[config.mk]
export PLATFORM = sky130hd
export DESIGN_NAME = reset_cause_reg
export DESIGN_NICKNAME = d
export VERILOG_FILES = /design/src/rtl/rcf_pkg.sv /design/src/rtl/rcf_flag_cell.sv /design/src/rtl/rcf_readback.sv /design/src/rtl/reset_cause_reg.sv
export SDC_FILE = /design/constraint.sdc
export NUM_CORES = 1
export LEC_CHECK = 0
export BUFFER_PORTS_ARGS = -buffer_cell sky130_fd_sc_hd__buf_4
export CAP_MARGIN = 20
export CORE_AREA = 2 2 39 41
export DETAILED_ROUTE_END_ITERATION = 10
export DIE_AREA = 0 0 41 43
export SLEW_MARGIN = 10
export SYNTH_ARGS = -nofsm -noshare
export SYNTH_HDL_FRONTEND = slang
export SYNTH_HIERARCHICAL = 1
export SYNTH_SLANG_ARGS = --single-unit
[constraint.sdc]
create_clock -name clk -period 0.8 [get_ports clk]
set_clock_uncertainty 0.15 [all_clocks]
set_input_delay 0.04 -clock clk [delete_from_list [all_inputs] [get_ports clk]]
set_output_delay 0.04 -clock clk [all_outputs]
set_load 0.005 [all_outputs]
[src/rtl/rcf_pkg.sv]
package rcf_pkg;
  localparam int NUM_FLAGS = 4;
  localparam int BUS_W     = 8;
  localparam int POR_BIT   = 0;
  localparam int EXT_BIT   = 1;
  localparam int BOD_BIT   = 2;
  localparam int WDT_BIT   = 3;
  localparam int RSV_W     = BUS_W - NUM_FLAGS;
  localparam logic [NUM_FLAGS-1:0] POR_VALUE = NUM_FLAGS'(1) << POR_BIT;
endpackage

[src/rtl/rcf_flag_cell.sv]
module rcf_flag_cell #(
  parameter bit RST_VAL = 1'b0
) (
  input  logic clk,
  input  logic rst,
  input  logic set_i,
  input  logic clr_i,
  output logic q_o
);
  always_ff @(posedge clk) begin
    if (rst)        q_o <= RST_VAL;
    else if (set_i) q_o <= 1'b1;
    else if (clr_i) q_o <= 1'b0;
  end


  set_wins_chk: assert property (@(posedge clk) disable iff (rst)
    set_i |=> q_o);


  clear_takes_chk: assert property (@(posedge clk) disable iff (rst)
    (clr_i && !set_i) |=> !q_o);


  no_spurious_set_chk: assert property (@(posedge clk) disable iff (rst)
    (!set_i && !q_o) |=> !q_o);


  hold_idle_chk: assert property (@(posedge clk) disable iff (rst)
    (!set_i && !clr_i) |=> $stable(q_o));
endmodule

[src/rtl/rcf_readback.sv]
module rcf_readback
  import rcf_pkg::*;
(
  input  logic [NUM_FLAGS-1:0] flags_i,
  output logic [BUS_W-1:0]     bus_o
);
  always_comb begin
    bus_o = '0;
    bus_o[NUM_FLAGS-1:0] = flags_i;
  end
endmodule

[src/rtl/reset_cause_reg.sv]
module reset_cause_reg
  import rcf_pkg::*;
(
  input  logic             clk,
  input  logic             por_rst,
  input  logic             wdt_evt,
  input  logic             bod_evt,
  input  logic             ext_evt,
  input  logic             wr_en,
  input  logic [BUS_W-1:0] wr_data,
  output logic [BUS_W-1:0] rd_data
);
  logic [NUM_FLAGS-1:0] set_vec;
  logic [NUM_FLAGS-1:0] clr_vec;
  logic [NUM_FLAGS-1:0] flag_q;

  always_comb begin
    set_vec          = '0;
    set_vec[WDT_BIT] = wdt_evt;
    set_vec[BOD_BIT] = bod_evt;
    set_vec[EXT_BIT] = ext_evt;
    clr_vec          = {NUM_FLAGS{wr_en}} & ~wr_data[NUM_FLAGS-1:0];
  end

  for (genvar i = 0; i < NUM_FLAGS; i++) begin : g_flag
    rcf_flag_cell #(.RST_VAL(POR_VALUE[i])) u_cell (
      .clk   (clk),
      .rst   (por_rst),
      .set_i (set_vec[i]),
      .clr_i (clr_vec[i]),
      .q_o   (flag_q[i])
    );
  end

  rcf_readback u_rb (
    .flags_i (flag_q),
    .bus_o   (rd_data)
  );


  por_value_chk: assert property (@(posedge clk)
    por_rst |=> (rd_data == BUS_W'(POR_VALUE)));


  reserved_zero_chk: assert property (@(posedge clk) disable iff (por_rst)
    (wr_en && (wr_data[BUS_W-1:NUM_FLAGS] != '0)) |=> (rd_data[BUS_W-1:NUM_FLAGS] == '0));


  por_no_reset_chk: assert property (@(posedge clk) disable iff (por_rst)
    !rd_data[POR_BIT] |=> !rd_data[POR_BIT]);


  cause_set_chk: assert property (@(posedge clk) disable iff (por_rst)
    (wdt_evt || bod_evt || ext_evt) |=>
      ((rd_data[WDT_BIT] || !$past(wdt_evt)) && (rd_data[BOD_BIT] || !$past(bod_evt)) &&
       (rd_data[EXT_BIT] || !$past(ext_evt))));
endmodule

Word level (Yosys, flattened, before mapping)
Index checks and enable logic that the tools add are counted.
{ "totals": {"register_bits": 4, "input_bits": 14, "output_inout_bits": 8, "elab_cells": 15} }
{ "op_classes": {"muxes": 6, "bitwise_logic": 2, "n_reduce_logical": 3} }
{ "op_table": {"columns": ["op", "n"], "rows": [
  ["2-to-1 mux 1 bit", 6],
  ["nonzero test 2 bit", 3],
  ["AND 4 bit", 1],
  ["inverter 4 bit", 1]
]} }

Longest topological paths before layout
Gate-level depths: netlist (run 1).
{ "logic_depth": {"ltp_word": 4, "ltp_mapped": 3, "depth_no_buf": 3} }

Hierarchy
The synthesis (run 1) kept the hierarchy.
{ "by_module_without_submodules": {"columns": ["module", "n_inst", "cells_each", "area_each_um2", "seq_area_each_um2"], "rows": [
  ["rcf_flag_cell at g_flag[1].u_cell ...", 3, 4, 38.8, 20.0],
  ["rcf_readback", 1, 9, 63.8, 0.0],
  ["reset_cause_reg", 1, 5, 38.8, 0.0],
  ["rcf_flag_cell at g_flag[0].u_cell", 1, 4, 32.5, 20.0]
]} }

Worst setup path after synthesis (run 1)
OpenSTA, ideal clock, no wires.
{ "synth_path": {"path_kind": "flip-flop to flip-flop", "start": "reg g_flag[1].u_cell/q_o (netlist name)", "end": "reg g_flag[1].u_cell.q_o", "setup_time_ns": 0.066, "t_arrival_ns": 0.479, "t_required_ns": 0.584, "slack_ns": 0.105, "path_stages_with_launch": 3, "n_path_buf": 0, "period_less_slack_ns": 0.695, "cell_sequence": "dfxtp_1 > nand2b_1 > a21oi_2"} }
{ "synth_rtl": {"columns": ["element", "line", "rtl"], "rows": [
  ["to (signal assigned)", "rcf_flag_cell.sv:11", "if (rst) q_o <= RST_VAL;"],
  ["to (signal assigned)", "rcf_flag_cell.sv:12", "else if (set_i) q_o <= 1'b1;"],
  ["to (signal assigned)", "rcf_flag_cell.sv:13", "else if (clr_i) q_o <= 1'b0;"],
  ["to (decl)", "rcf_flag_cell.sv:8", "output logic q_o"]
]} }

Final worst setup path (run 1)
{ "layout_path": {"start": "reg g_flag[3].u_cell.q_o", "end": "out rd_data[3]"} }
{ "layout_rtl": {"columns": ["element", "line", "rtl"], "rows": [
  ["from (decl)", "rcf_flag_cell.sv:8", null],
  ["from (signal assigned)", "rcf_flag_cell.sv:11", null],
  ["from (signal assigned)", "rcf_flag_cell.sv:12", null],
  ["from (signal assigned)", "rcf_flag_cell.sv:13", null],
  ["to (decl)", "reset_cause_reg.sv:11", "output logic [BUS_W-1:0] rd_data"]
]} }
No word-level cell between the ends.

==> flow_summary.yaml, run 1 <==
placed_design:
  dp_hpwl_um: 348
  place_congestion: 0.490
  place_area_um2: 320
  io_buffer_count: 13
  placed_cells: 54
  place_ws_ns: -0.0285
yosys:
  synth_area_leader_cell: "dfxtp_1"
  ys_seq_area_frac: 0.318
  synth_commonest_cells: "buf_4, and2b_2, dfxtp_1, inv_1"
  synth_warnings: 6
  netlist_instances: 30
  ys_ff_latch: 4
  synth_edf_count: 0
  yosys.cell_count.top_type: "buf_4"
  syn_area_per_cell_um2: 8.38
  synthTopCellsByArea: "dfxtp_1, buf_4, and2b_2"
  synth-async-reset-ratio: 0
  synth_flop_cell: "dfxtp_1"
  synth.top_cell.area_share: 0.318
  netlist_area_um2: 251
  synth_cell_type_count: 9
finish:
  largest_register_ffs: 4
  fin_area_um2: 363
  fin_util: 0.262
  final_nets: 57
  fin_cells: 57
  areaGrowthSynthToFinish_pct: 44.3
  top_register: "g_flag.u_cell/q_o"
  drive_above_1_share: 0.659
  fillers: 162
  reg.largest.list: "g_flag.u_cell/q_o x4"
  antenna_cells: 0
sta:
  finalSetupTns_ns: -0.158
  hold_viol: 4
  fmax_ghz: 1.19
  setup_viol: 4
  drv_slew: 0
  fin_crit_ns: 0.841
  period_share: 1.05
  whs_ns: -0.151
  rsz0062_at_grt: "yes"
  fin_ws_ns: -0.0406
critical_path:
  crit_start: "g_flag[3].u_cell/q_o"
  slowest_delay_ns: 0.32
  crit_family: "flip-flops"
  path_cells: "buf_6"
  path_buf_inv: 1
  r2r_start: "g_flag[2].u_cell/q_o"
  worstPathRequired_ns: 0.61
  path_class: "register to output port"
  end_kind: "output port"
  slowest_stage: "dfxtp_2"
  cp-start-kind: "register"
  path_max_fanout: 2
  cp_data_arrival_time_ns: 0.65
power_and_ir_drop:
  design_power_total_uw: 568
  power.leakage_nw: 0.190
  ir_worst_vdd_uv: 550
  cellPowerDensity_nw_per_um2: 1570
global_routing:
  grt_pass1_wl_um: 621
  grt_use_total: 0.0602
  overflow: 0
  grt_max_degree: 5
  antenna_found_initial: 0
  first_global_vias: 157
route:
  firstDrtPassIters: 1
  drc: 0
  drtAntennaViolNets: 0
  num_vias: 185
  drt_iter0_markers: 0
  wl_per_cell_um: 6.81
  viasPerCell: 3.25
  routed_wl_um: 388
clocking:
  post_cts_buffers: 0
  cts_max_level: 1
  cts.sinks: 4
  cts_buffers: 3
  cts_tree: "built"
  clk_pin_slew_ns: 0.04
  cts-root-buf: "clkbuf_4"
  worstSkewPairLatency_ns: 0.23
  clockBufferDepth: 2
floorplanning:
  die_h_um: 43
  io-pin-count: 22
  start_util: 0.182
  die_width_um: 41
  core_area_um2: 1380
  dieArea_um2: 1760
  rows: 14
job:
  max_cap_violations: 0
run_status:
  status: "finished, violations left"
  violations: "hold timing, setup timing"
worst_hold_path:
  hp-start: "por_rst"
  hold_path.class: "primary input to register"
power breakdown:
part | switching [mW] | internal [mW]
sequential | 0.00892 | 0.216
clock | 0.0743 | 0.167
combinational | 0.0322 | 0.0697
cell families after synthesis:
family / synth area share
buffers and inverters: 0.298
AND/OR/NAND/NOR: 0.229
AO/OA/AOI/OAI: 0.124
flip-flops: 0.318
other: 0.0299
cells in the final DEF, fill, tap and decap left out:
cell type / instances
conb_1: 5
buf_6: 4
o21ai_1: 1
nor2_1: 1
a21oi_2: 3
nand2b_1: 3
and2b_2: 4
inv_1: 4
buf_4: 9
clkbuf_4: 3
dfxtp_2: 4
layer usage:
layer,global-route usage,wire length (µm),up-vias
met5,0,0,-
met4,0.0200,0,0
met3,0.0785,50,0
met2,0.0688,194,11
met1,0.0641,143,76
li1,-,-,98
area by class of cell:
class | instances | area [µm²] | area share
Timing Repair Buffer | 13 | 113 | 0.310
Multi-Input combinational cell | 17 | 108 | 0.297
Sequential cell | 4 | 85.1 | 0.234
Clock buffer | 3 | 22.5 | 0.0621
Tap cell | 16 | 20.0 | 0.0552
Inverter | 4 | 15.0 | 0.0414
worst register-to-register path, cell delays in order (launching register included):
cell and delay (ns):
dfxtp_2 0.33, nand2b_1 0.07, a21oi_2 0.12
path summary, 6_finish.rpt:
kind	to	slack, ns	cells after the start
setup / recovery	rd_data[3]	-0.04	1
hold / removal	g_flag[2].u_cell/q_o	-0.15	2
setup reg to reg	g_flag[2].u_cell/q_o	0.07	2
hold reg to reg	g_flag[0].u_cell/q_o	0.30	2
timing repair:
action,in CTS,in global routing
endpoints found under the setup margin,4,4
hold endpoints to repair,4,4
gates resized for setup,8,0
Power figures use the tool's default switching activity.
==> inputs of run 2 (changes only) <==
- CELL_PAD_IN_SITES_DETAIL_PLACEMENT: not set -> 1
- CELL_PAD_IN_SITES_GLOBAL_PLACEMENT: not set -> 2
- CORE_AREA: 2 2 39 41 -> not set
- CORE_MARGIN: not set -> 3
- CORE_UTILIZATION: not set -> 14
- DIE_AREA: 0 0 41 43 -> not set
- PLACE_DENSITY_LB_ADDON: not set -> 0.1
- SKIP_CTS_REPAIR_TIMING: not set -> 1
==> run 2 against run 1 <==
  * The run still ends with hold timing, setup timing left
  * Global-route usage about the same
  * Fmax is 0.71% lower
  * Power is 3.4% higher
  * Core utilization shrank 2.4 points
  * Sequential cell count stayed put
  * Worst setup slack got worse by 0.0060 ns
  * Via count increased by 4.9%
  * Largest power group unchanged
==> flow_summary.yaml, run 2 (synthesized netlist as in run 1, its figures left out) <==
finish:
  final_cell_mix: "buf_4, conb_1"
  final_nets: 58
  ff_latch_area_um2: 85.1
  drive_above_1_share: 0.667
  fin_util: 0.239
  final_common_cell: "buf_4"
  reg.largest.list: "g_flag.u_cell/q_o x4"
  fin_cells: 66
  antenna_cells: 0
  areaGrowthSynthToFinish_pct: 51.2
  fillers: 196
  top_register: "g_flag.u_cell/q_o"
  multi_input_area_um2: 108
  largest_register_ffs: 4
critical_path:
  path_class: "register to output port"
  crit_family: "flip-flops"
  path_max_fanout: 2
  path_cells: "buf_6"
  cp-start-kind: "register"
  path_buf_inv: 1
  slowest_stage: "dfxtp_2"
  slowest_delay_ns: 0.32
  cp_data_arrival_time_ns: 0.66
  end_kind: "output port"
  worstPathRequired_ns: 0.61
clocking:
  worstSkewPairLatency_ns: 0.23
  cts_tree: "built"
  cts-root-buf: "clkbuf_4"
  cts.sinks: 4
  clockBufferDepth: 2
  cts_max_level: 1
  clk_pin_slew_ns: 0.04
  cts_buffers: 3
placed_design:
  io_buffer_count: 13
  dp_hpwl_um: 500
  place_congestion: 0.617
  placed_cells: 63
floorplanning:
  io-pin-count: 22
  core_area_um2: 1590
  die_width_um: 48.4
  start_util: 0.158
  rows: 14
  dieArea_um2: 2340
  die_h_um: 48.4
sta:
  fin_ws_ns: -0.0466
  finalSetupTns_ns: -0.173
  whs_ns: -0.153
  period_share: 1.06
  setup_viol: 4
  fmax_ghz: 1.18
  hold_viol: 4
  fin_crit_ns: 0.847
  rsz0062_at_grt: "yes"
  drv_slew: 0
route:
  drtAntennaViolNets: 0
  wl_met1_um: 206
  viasPerCell: 2.94
  routed_wl_um: 560
  routed-wl-met3_um: 48
  drc: 0
  num_vias: 194
  firstDrtPassIters: 1
  met2WireLength_um: 305
  routed.top_layer: "met3"
  wl_per_cell_um: 8.48
  drt_iter0_markers: 0
job:
  max_cap_violations: 0
run_status:
  violations: "hold timing, setup timing"
  status: "finished, violations left"
power_and_ir_drop:
  power.leakage_nw: 0.195
  design_power_total_uw: 588
  cellPowerDensity_nw_per_um2: 1540
  ir_worst_vdd_uv: 533
worst_hold_path:
  hold_path.class: "primary input to register"
global_routing:
  first_global_vias: 223
  grt_pass1_wl_um: 945
  grt_max_degree: 5
  antenna_found_initial: 0
  overflow: 0
  grt_use_total: 0.0599
-- run 2: report_power, final --
| part | internal (mW) | total, mW | switching (mW) |
|---|---|---|---|
| registers | 0.216 | 0.224 | 0.00830 |
| logic | 0.0729 | 0.109 | 0.0360 |
| clock network | 0.168 | 0.255 | 0.0867 |
-- run 2: per-stage QoR --
step	area (µm²)	worst slack, ns
6_report	380	-0.0466
4_1_cts	360	-0.0851
5_1_grt	380	-0.0758
2_1_floorplan	263	0.105
3_3_place_gp	338	-0.0174
3_5_place_dp	338	-0.0406
-- run 2: layout make-up --
class,instances,area share
tap,24,0.0789
clock buffer,3,0.0592
inverter,4,0.0395
sequential,4,0.224
multi-input combinational,17,0.283
timing repair buffer,14,0.316
-- run 2: final timing paths --
path | from | to | slack (ns) | cells after the start
worst max-delay path | g_flag[1].u_cell/q_o | rd_data[1] | -0.05 | 1
worst min-delay path | por_rst | g_flag[3].u_cell/q_o | -0.15 | 2
worst min register to register | g_flag[0].u_cell/q_o | g_flag[0].u_cell/q_o | 0.31 | 2
worst max register to register | g_flag[1].u_cell/q_o | g_flag[1].u_cell/q_o | 0.05 | 2
-- run 2: layer usage --
layer / track usage / up-vias
met5: 0 / -
met4: 0.0711 / 0
met3: 0.0337 / 0
met2: 0.0849 / 9
met1: 0.0559 / 84
li1: - / 101
==> inputs of run 3 (changes only) <==
- BUFFER_PORTS_ARGS: -buffer_cell sky130_fd_sc_hd__buf_4 -> -buffer_cell sky130_fd_sc_hd__buf_2
- SYNTH_HIERARCHICAL: 1 -> not set
==> run 3 against run 2 <==
  * The run still ends with hold timing, setup timing left
  * Fmax down 0.46%
  * Clock power about the same
  * Register-to-register slack hardly changed
  * Area after synthesis decreased by 6.0%
  * Combinational power decreased by 25%
  * Power fell by 4.1%
  * Cell count fell by 23%
==> flow_summary.yaml, run 3 <==
run_status:
  status: "finished, violations left"
  violations: "hold timing, setup timing"
clocking:
  worstSkewPairLatency_ns: 0.24
  cts.sinks: 4
  clk_pin_slew_ns: 0.04
  cts_tree: "built"
  cts_buffers: 3
  clockBufferDepth: 2
  cts-root-buf: "clkbuf_4"
  cts_max_level: 1
finish:
  largest_register_ffs: 4
  final_cell_mix: "buf_2, conb_1, dfxtp_2"
  top_register: "g_flag.u_cell.q_o"
  areaGrowthSynthToFinish_pct: 27.0
  antenna_cells: 0
  final_common_cell: "buf_2"
  reg.largest.list: "g_flag.u_cell.q_o x4"
  final_nets: 51
  drive_above_1_share: 0.743
floorplanning:
  die_width_um: 47.1
  rows: 14
  start_util: 0.153
  io-pin-count: 22
  die_h_um: 47.1
  dieArea_um2: 2220
  core_area_um2: 1540
placed_design:
  place_congestion: 0.539
  dp_hpwl_um: 396
  io_buffer_count: 13
  place_ws_ns: 0.0674
yosys:
  synth_edf_count: 0
  netlist_area_um2: 236
  yosys.cell_count.top_type: "buf_4"
  syn_area_per_cell_um2: 9.85
  synth_commonest_cells: "buf_4, dfxtp_1, nor2_1, nor3_2, nor3b_2"
  synth_flop_cell: "dfxtp_1"
  netlist_instances: 24
  synth-async-reset-ratio: 0
  synth_area_leader_cell: "dfxtp_1"
  synthTopCellsByArea: "dfxtp_1, buf_4, nor3b_2"
  synth.top_cell.area_share: 0.339
  ys_ff_latch: 4
  ys_seq_area_frac: 0.339
  synth_warnings: 0
  synth_cell_type_count: 8
sta:
  finalSetupTns_ns: -0.197
  period_share: 1.06
  fmax_ghz: 1.18
  drv_slew: 0
  fin_crit_ns: 0.851
  rsz0062_at_grt: "yes"
  fin_ws_ns: -0.0505
  setup_viol: 4
  hold_viol: 4
  whs_ns: -0.107
job:
  max_cap_violations: 0
worst_hold_path:
  hold_path.class: "primary input to register"
critical_path:
  cp_data_arrival_time_ns: 0.66
  cp-start-kind: "register"
  slowest_stage: "dfxtp_2"
  path_cells: "buf_2"
  path_max_fanout: 2
  end_kind: "output port"
  slowest_delay_ns: 0.31
  path_buf_inv: 1
  crit_family: "flip-flops"
  path_class: "register to output port"
  worstPathRequired_ns: 0.61
power_and_ir_drop:
  power.leakage_nw: 0.143
  design_power_total_uw: 563
  ir_worst_vdd_uv: 677
  cellPowerDensity_nw_per_um2: 1880
route:
  wl_per_cell_um: 9.49
  num_vias: 187
  drt_iter0_markers: 2
  firstDrtPassIters: 2
  drc: 0
  drtAntennaViolNets: 0
  routed_wl_um: 484
  viasPerCell: 3.67
global_routing:
  first_global_vias: 145
  overflow: 0
  antenna_found_initial: 0
  grt_use_total: 0.0503
  grt_pass1_wl_um: 614
  grt_max_degree: 5
-- run 3: report_power, final --
group	internal (mW)	switching (mW)	total, mW
sequential	0.218	0.00629	0.225
combinational	0.0434	0.0379	0.0814
clock	0.168	0.0889	0.257
total	0.430	0.133	0.563
-- run 3: logic make-up after synthesis --
group,synth area share
DFF,0.339
buffers and inverters,0.254
other,0.0159
AOI/OAI and AO/OA,0.0318
and+or+nand+nor,0.360
-- run 3: final timing paths --
| check | start | end | slack, ns | cells after the start |
|---|---|---|---|---|
| hold / removal | por_rst | g_flag[1].u_cell.q_o | -0.11 | 2 |
| hold reg to reg | g_flag[0].u_cell.q_o | g_flag[0].u_cell.q_o | 0.29 | 1 |
| setup reg to reg | g_flag[2].u_cell.q_o | g_flag[2].u_cell.q_o | 0.06 | 2 |
| setup / recovery | g_flag[0].u_cell.q_o | rd_data[0] | -0.05 | 1 |
-- run 3: area by class of cell --
class	instances	area, µm²
clock buffer	3	22.5
fill	204	1240
multi-input combinational	15	108
sequential	4	85.1
tap	16	20.0
timing repair buffer	13	65.1
-- run 3: metal layers --
layer,GRT usage,share of wire,routed length [µm],up-vias
met5,0,0,0,-
met4,0.0331,0,0,0
met3,0.0690,0.21,104,0
met2,0.0596,0.43,207,17
met1,0.0431,0.36,172,81
li1,-,-,-,89
-- run 3: metrics by stage --
| stage | util | std cells | instance area [µm²] | hold WS [ns] |
|---|---|---|---|---|
| final | 0.195 | 51 | 300 | -0.107 |
| after global routing | 0.195 | 51 | 300 | -0.118 |
| after CTS | 0.192 | 51 | 295 | -0.105 |
| after detailed placement | 0.177 | 48 | 273 | 0.155 |
| after global placement | 0.177 | 48 | 273 | 0.150 |
| after floorplan | - | 27 | 248 | -0.0403 |
